===== config.mk =====
export PLATFORM = sky130hd
export DESIGN_NAME = audio_serial_port
export DESIGN_NICKNAME = d
export VERILOG_FILES = /design/src/rtl/asp_pkg.sv /design/src/rtl/asp_sync.sv /design/src/rtl/asp_frame_track.sv /design/src/rtl/asp_rx.sv /design/src/rtl/asp_tx.sv /design/src/rtl/audio_serial_port.sv
export SDC_FILE = /design/constraint.sdc
export NUM_CORES = 1
export LEC_CHECK = 0
export BUFFER_PORTS_ARGS = -buffer_cell sky130_fd_sc_hd__buf_4
export CORE_UTILIZATION = 45
export CTS_CLUSTER_SIZE = 40
export DETAILED_ROUTE_END_ITERATION = 8
export PLACE_DENSITY_LB_ADDON = 0.3
export SLEW_MARGIN = 20
export SYNTH_ARGS = -nofsm -noshare
export SYNTH_HDL_FRONTEND = slang
export SYNTH_SLANG_ARGS = --single-unit

===== constraint.sdc =====
create_clock -name clk -period 13.9 [get_ports clk]
set_clock_uncertainty 0.15 [all_clocks]
set_input_delay 1.39 -clock clk [delete_from_list [all_inputs] [get_ports clk]]
set_output_delay 1.39 -clock clk [all_outputs]
set_load 0.01 [all_outputs]

===== src/rtl/asp_pkg.sv =====
`timescale 1ns/1ps
package asp_pkg;
  localparam int WORD_W  = 18;
  localparam int SHORT_W = 16;

  typedef logic [WORD_W-1:0] word_t;
  typedef enum logic [1:0] {FR_DELAYED, FR_MSB_START, FR_LSB_END, FR_PULSE} framing_e;
  typedef enum logic {CH_LEFT, CH_RIGHT} chan_e;

  function automatic framing_e fmt_framing(input logic [2:0] code);
    case (code)
      3'b001, 3'b100: return FR_MSB_START;
      3'b010, 3'b101: return FR_LSB_END;
      3'b110:         return FR_PULSE;
      default:        return FR_DELAYED;
    endcase
  endfunction

  function automatic int unsigned fmt_len(input logic [2:0] code);
    case (code)
      3'b011, 3'b100, 3'b101, 3'b110: return SHORT_W;
      default:                         return WORD_W;
    endcase
  endfunction

  // Move an LSB-aligned shift register image to MSB alignment.
  function automatic word_t msb_align(input word_t sr, input int unsigned len);
    return word_t'(sr << (WORD_W - len));
  endfunction

  // Bit sent in slot pos of a channel, word starting at slot off.
  function automatic logic tx_pick(input word_t w, input int unsigned pos,
                                   input int unsigned off, input int unsigned len);
    word_t sh;
    if (pos < off || (pos - off) >= len) return 1'b0;
    sh = w << (pos - off);
    return sh[WORD_W-1];
  endfunction
endpackage


===== src/rtl/asp_sync.sv =====
`timescale 1ns/1ps
module asp_sync #(
  parameter int STAGES = 2
) (
  input  logic clk,
  input  logic rst,
  input  logic bclk_in,
  input  logic wclk_in,
  input  logic sdin_in,
  output logic rise,
  output logic fall,
  output logic wclk_s,
  output logic sdin_s
);
  logic [STAGES-1:0] b_q, w_q, d_q;
  logic b_last;

  always_ff @(posedge clk) begin
    if (rst) begin
      b_q <= '0; w_q <= '0; d_q <= '0; b_last <= 1'b0;
    end else begin
      b_q    <= {b_q[STAGES-2:0], bclk_in};
      w_q    <= {w_q[STAGES-2:0], wclk_in};
      d_q    <= {d_q[STAGES-2:0], sdin_in};
      b_last <= b_q[STAGES-1];
    end
  end

  assign rise   = b_q[STAGES-1] & ~b_last;
  assign fall   = ~b_q[STAGES-1] & b_last;
  assign wclk_s = w_q[STAGES-1];
  assign sdin_s = d_q[STAGES-1];
endmodule


===== src/rtl/asp_frame_track.sv =====
`timescale 1ns/1ps
module asp_frame_track import asp_pkg::*; #(
  parameter int POS_W = 7
) (
  input  logic             clk,
  input  logic             rst,
  input  logic             step,
  input  logic             wclk,
  input  framing_e         framing,
  output logic             start_left,
  output logic             start_right,
  output chan_e            ch,
  output logic [POS_W-1:0] pos
);
  logic w1, w2;
  chan_e ch_q;
  logic [POS_W-1:0] pos_q;

  always_comb begin
    case (framing)
      FR_DELAYED: begin
        start_left  = ~w1 & w2;
        start_right = w1 & ~w2;
      end
      FR_PULSE: begin
        start_left  = w1 & ~w2;
        start_right = ~start_left && ch_q == CH_LEFT && pos_q == POS_W'(SHORT_W-1);
      end
      default: begin
        start_left  = wclk & ~w1;
        start_right = ~wclk & w1;
      end
    endcase
    ch  = ch_q;
    pos = (pos_q == '1) ? pos_q : pos_q + 1'b1;
    if (start_left || start_right) begin
      ch  = start_left ? CH_LEFT : CH_RIGHT;
      pos = '0;
    end
  end

  always_ff @(posedge clk) begin
    if (rst) begin
      w1 <= 1'b0; w2 <= 1'b0; ch_q <= CH_RIGHT; pos_q <= '0;
    end else if (step) begin
      w1 <= wclk; w2 <= w1; ch_q <= ch; pos_q <= pos;
    end
  end
endmodule


===== src/rtl/asp_rx.sv =====
`timescale 1ns/1ps
module asp_rx import asp_pkg::*; #(
  parameter int POS_W = 7
) (
  input  logic             clk,
  input  logic             rst,
  input  logic             step,
  input  logic             sdin,
  input  framing_e         framing,
  input  logic [4:0]       word_len,
  input  logic             start_left,
  input  logic             start_right,
  input  chan_e            ch,
  input  logic [POS_W-1:0] pos,
  output word_t            play_left,
  output word_t            play_right,
  output logic             pair_valid
);
  word_t cur_q, hold_q, base, nxt, fin;
  logic  have_left_q, pair_done;

  always_comb begin
    base = (start_left || start_right) ? '0 : cur_q;
    if (framing == FR_LSB_END)
      nxt = {base[WORD_W-2:0], sdin};
    else if (32'(pos) < 32'(word_len))
      nxt = base | ({sdin, {(WORD_W-1){1'b0}}} >> pos);
    else
      nxt = base;
    fin = (framing == FR_LSB_END) ? msb_align(cur_q, 32'(word_len)) : cur_q;
  end

  always_comb begin
    if (framing == FR_PULSE)
      pair_done = step && have_left_q && ch == CH_RIGHT && pos == POS_W'(SHORT_W-1);
    else
      pair_done = step && have_left_q && start_left;
  end

  always_ff @(posedge clk) begin
    if (rst) begin
      cur_q <= '0; hold_q <= '0; have_left_q <= 1'b0;
      play_left <= '0; play_right <= '0; pair_valid <= 1'b0;
    end else begin
      pair_valid <= pair_done;
      if (step) cur_q <= nxt;
      if (pair_done) begin
        have_left_q <= 1'b0;
        play_left   <= hold_q;
        play_right  <= (framing == FR_PULSE) ? nxt : fin;
      end
      if (step && start_right) begin
        hold_q      <= fin;
        have_left_q <= 1'b1;
      end
    end
  end
endmodule


===== src/rtl/asp_tx.sv =====
`timescale 1ns/1ps
module asp_tx import asp_pkg::*; #(
  parameter int POS_W = 7
) (
  input  logic             clk,
  input  logic             rst,
  input  logic             step,
  input  framing_e         framing,
  input  logic [4:0]       word_len,
  input  logic             start_left,
  input  logic             start_right,
  input  chan_e            ch,
  input  logic [POS_W-1:0] pos,
  input  word_t            cap_left,
  input  word_t            cap_right,
  output logic             sdout
);
  word_t txl_q, txr_q, cur;
  logic [POS_W-1:0] last_pos_q;
  int unsigned span_q, span_now, off;
  logic bit_now;

  always_comb begin
    span_now = (start_left || start_right) ? 32'(last_pos_q) + 1 : span_q;
    off = (framing == FR_LSB_END && span_now >= 32'(word_len)) ? span_now - 32'(word_len) : 0;
    cur = (ch == CH_LEFT) ? (start_left ? cap_left : txl_q) : txr_q;
    bit_now = tx_pick(cur, 32'(pos), off, 32'(word_len));
  end

  always_ff @(posedge clk) begin
    if (rst) begin
      txl_q <= '0; txr_q <= '0; last_pos_q <= '0; span_q <= 0; sdout <= 1'b0;
    end else if (step) begin
      sdout      <= bit_now;
      last_pos_q <= pos;
      span_q     <= span_now;
      if (start_left) begin
        txl_q <= cap_left;
        txr_q <= cap_right;
      end
    end
  end
endmodule


===== src/rtl/audio_serial_port.sv =====
`timescale 1ns/1ps
module audio_serial_port import asp_pkg::*; #(
  parameter int SYNC_STAGES = 2,
  parameter int POS_W       = 7
) (
  input  logic              clk,
  input  logic              rst,
  input  logic [2:0]        fmt,
  input  logic              bclk,
  input  logic              wclk,
  input  logic              sdin,
  input  logic [WORD_W-1:0] cap_left,
  input  logic [WORD_W-1:0] cap_right,
  output logic              sdout,
  output logic [WORD_W-1:0] play_left,
  output logic [WORD_W-1:0] play_right,
  output logic              pair_valid
);
  logic [2:0] fmt_eff;
  framing_e   framing;
  logic [4:0] word_len;
  logic rise_evt, fall_evt, wclk_s, sdin_s;
  logic rx_sl, rx_sr, tx_sl, tx_sr;
  chan_e rx_ch, tx_ch;
  logic [POS_W-1:0] rx_pos, tx_pos;

  assign fmt_eff  = (fmt == 3'b111) ? 3'b000 : fmt;
  assign framing  = fmt_framing(fmt_eff);
  assign word_len = 5'(fmt_len(fmt_eff));

  asp_sync #(.STAGES(SYNC_STAGES)) u_sync (
    .clk(clk), .rst(rst), .bclk_in(bclk), .wclk_in(wclk), .sdin_in(sdin),
    .rise(rise_evt), .fall(fall_evt), .wclk_s(wclk_s), .sdin_s(sdin_s));

  asp_frame_track #(.POS_W(POS_W)) u_rx_trk (
    .clk(clk), .rst(rst), .step(rise_evt), .wclk(wclk_s), .framing(framing),
    .start_left(rx_sl), .start_right(rx_sr), .ch(rx_ch), .pos(rx_pos));

  asp_frame_track #(.POS_W(POS_W)) u_tx_trk (
    .clk(clk), .rst(rst), .step(fall_evt), .wclk(wclk_s), .framing(framing),
    .start_left(tx_sl), .start_right(tx_sr), .ch(tx_ch), .pos(tx_pos));

  asp_rx #(.POS_W(POS_W)) u_rx (
    .clk(clk), .rst(rst), .step(rise_evt), .sdin(sdin_s), .framing(framing),
    .word_len(word_len), .start_left(rx_sl), .start_right(rx_sr), .ch(rx_ch),
    .pos(rx_pos), .play_left(play_left), .play_right(play_right),
    .pair_valid(pair_valid));

  asp_tx #(.POS_W(POS_W)) u_tx (
    .clk(clk), .rst(rst), .step(fall_evt), .framing(framing), .word_len(word_len),
    .start_left(tx_sl), .start_right(tx_sr), .ch(tx_ch), .pos(tx_pos),
    .cap_left(cap_left), .cap_right(cap_right), .sdout(sdout));
endmodule


==> qor.yml <==
outcome: "complete, no violations"
final-max-slew-violation-count: 0
final_area_um2: 10400
cts_max_level: 4
p_leak_nw: 3.83
ys_warn_count: 0
post_dp_cell_area_um2: 9800
grt_max_degree: 68
tns_ns: 0
cts_hold_repair.buffers: 0
hold_violations: 0
wl_per_cell_um: 16.3
drt_pre_antenna_iters: 7
grt_pass1_wl_mm: 38.7
worstPathMaxFanout: 25
required_ns: 14.11
core_region_area_um2: 19600
fin_util_pct: 53.0
grt_pass1_vias: 7667
vias: 8336
relSlewSlack_pct: 31.3
fillers: 1894
ys_ff_latch: 170
drc: 0
crit_type: "in2reg"
synth_top_flop_cell: "dfxtp_1"
maxCapViolations: 0
seqCellArea_um2: 3400
syn_inst: 1131
async_flop_share_pct: 0
fin_nets: 1231
cts_resized: 0
ioPinCount: 82
fin_crit_ns: 8.09
numPlacedInstances: 1415
arrival_ns: 8.30
clkSlewWorstSetupHoldPaths_ns: 0.07
setup_violations: 0
antenna_found_initial: 0
initialDrtViolationCount: 659
worstMarginPinSlew_ns: 1.03
hpwl_mm: 16.5
via_per_inst: 5.76
cts_tree: "yes"
synth_area_um2: 9070
max_freq_mhz: 124
rows: 51
syn_to_final_growth_pct: 14.5
ys_seq_area_share_pct: 37.5
track_usage_pct: 23.6
irDropWorstVdd_v: 0.0000643
final_cells: 1447
hold_path.class: "reg2reg"
io_buffers: 81
num_antenna_cells: 0
syn-num-nets: 1193
die_area_um2: 20700
drtAntennaViolNets: 0
grt_setup_unrepaired: "no"
start_kind: "primary input"
worst_slack_ns: 5.81
clock_latency_ns: 0.45
endpoint_kind: "flip-flop"
start_util_pct: 46.3
drive_above_1_share_pct: 13.7
p_per_area_nw_per_um2: 101
postCtsSetupRepairBufs: 0
routabilityCongestion: 0.910
wirelength_mm: 23.6
die_height_um: 144
synth_edf_count: 0
multi_input_area_um2: 5300
ys_types: 83
cts_buffer_depth: 2
avgSynthCellArea_um2: 8.02
die_x_um: 144
post-route-period-util_pct: 58.2
clockRootBuffer: "clkbuf_16"
place_ws_ns: 5.39
timing.hold.ws_ns: 0.290
cts.sinks: 170
power_mw: 1.05
grt_overflow: 0
numCtsBuffers: 17
per-layer routing:
metal  track usage (%)  routed length [um]  up-vias  share of wire (%)
met4              7.28                 405        0                1.7
li1                  -                   -     4118                  -
met3              4.83                1190       36                5.0
met5                 0                   0        -                  0
met1              30.7               10800     3919                 46
met2              39.1               11200      263                 48
layout make-up:
cell class | count | share of cell area (%)
Multi-Input combinational cell | 871 | 51.1
Timing Repair Buffer | 94 | 6.79
Tap cell | 265 | 3.19
Inverter | 15 | 0.542
Clock buffer | 18 | 4.13
Sequential cell | 170 | 32.8
Clock inverter | 14 | 1.53
kinds of logic (layout without fill, tap and decap cells):
group	count (synthesis)	count (layout)	synth area share, %
xor gates and xnor gates	27	27	2.61
and+or+nand+nor	467	467	24.4
muxes	47	47	6.47
buffers and inverters	90	141	4.14
adders and majority gates	18	18	2.57
AOI/OAI and AO/OA	312	312	22.3
DFF	170	170	37.5
synthesized netlist by cell type, types with 14 or more instances:
cell type	instances	area share [%]
a211oi_1	40	3.3
a21oi_1	128	7.1
a22oi_1	15	1.2
and2_1	27	1.9
buf_2	14	0.77
clkbuf_1	51	2.1
dfxtp_1	170	38
ha_1	17	2.3
inv_1	15	0.62
mux2i_1	35	3.9
nand2_1	185	7.7
nand3_1	20	1.1
nor2_1	114	4.7
nor2b_1	16	1.1
nor3_1	23	1.3
o21ai_0	45	2.5
xnor2_1	14	1.4
sequential cells by signal, summed over array words and instances (netlist names):
signal            flops
u_tx.span_q          32
u_tx_trk.ch_q         1
u_rx.cur_q           18
u_rx.have_left_q      1
u_rx.pair_valid       1
u_tx_trk.pos_q        7
u_rx.play_left       18
u_rx.play_right      18
u_tx.txl_q           18
u_sync.b_last         1
u_rx_trk.w2           1
u_sync.b_q            2
u_rx_trk.pos_q        7
u_sync.w_q            2
u_tx.txr_q           18
u_rx.hold_q          18
u_tx_trk.w1           1
u_tx_trk.w2           1
u_rx_trk.w1           1
u_sync.d_q            2
u_rx_trk.ch_q         1
u_tx.sdout            1
final timing paths:
path	startpoint	slack (ns)	cells past startpoint	end
worst max register to register	u_tx_trk.pos_q[0]	7.30	21	u_tx.sdout
worst max-delay path	fmt[0]	5.81	24	u_tx.sdout
worst min register to register	u_sync.b_q[0]	0.29	1	u_sync.b_q[1]
worst min-delay path	u_sync.b_q[0]	0.29	1	u_sync.b_q[1]
cell usage in the layout, fill, tap and decap left out, types with 20 or more instances in the layout:
cell and count:
nor2_1 110, a211oi_1 40, nor3_1 23, dfxtp_1 170, buf_4 94, o21ai_0 45, a21oi_1 128, mux2i_1 35
nand2_1 185, and2_1 27, nand3_1 20
where the power goes:
group          internal [mW]  switching [mW]
clock network          0.240           0.230
logic                 0.0346          0.0534
registers              0.491         0.00481
critical path, cell delays in order:
cell,delay [ns]
buf_4,0.13
o21ai_0,0.46
ha_1,0.85
nor2_1,0.10
a22oi_2,0.17
buf_4,0.24
nand3_1,0.09
buf_4,0.23
mux2i_1,0.21
ha_1,0.30
nor3b_4,0.36
o2111ai_4,0.20
or2_1,0.31
or3_4,0.35
o311ai_4,0.21
a211oi_1,0.13
ha_1,1.00
mux4_2,0.37
mux2_2,0.15
a31oi_1,0.08
a2111o_1,0.41
a221oi_2,0.17
nand4bb_1,0.12
o31ai_1,0.23
Power figures use the tool's default switching activity.
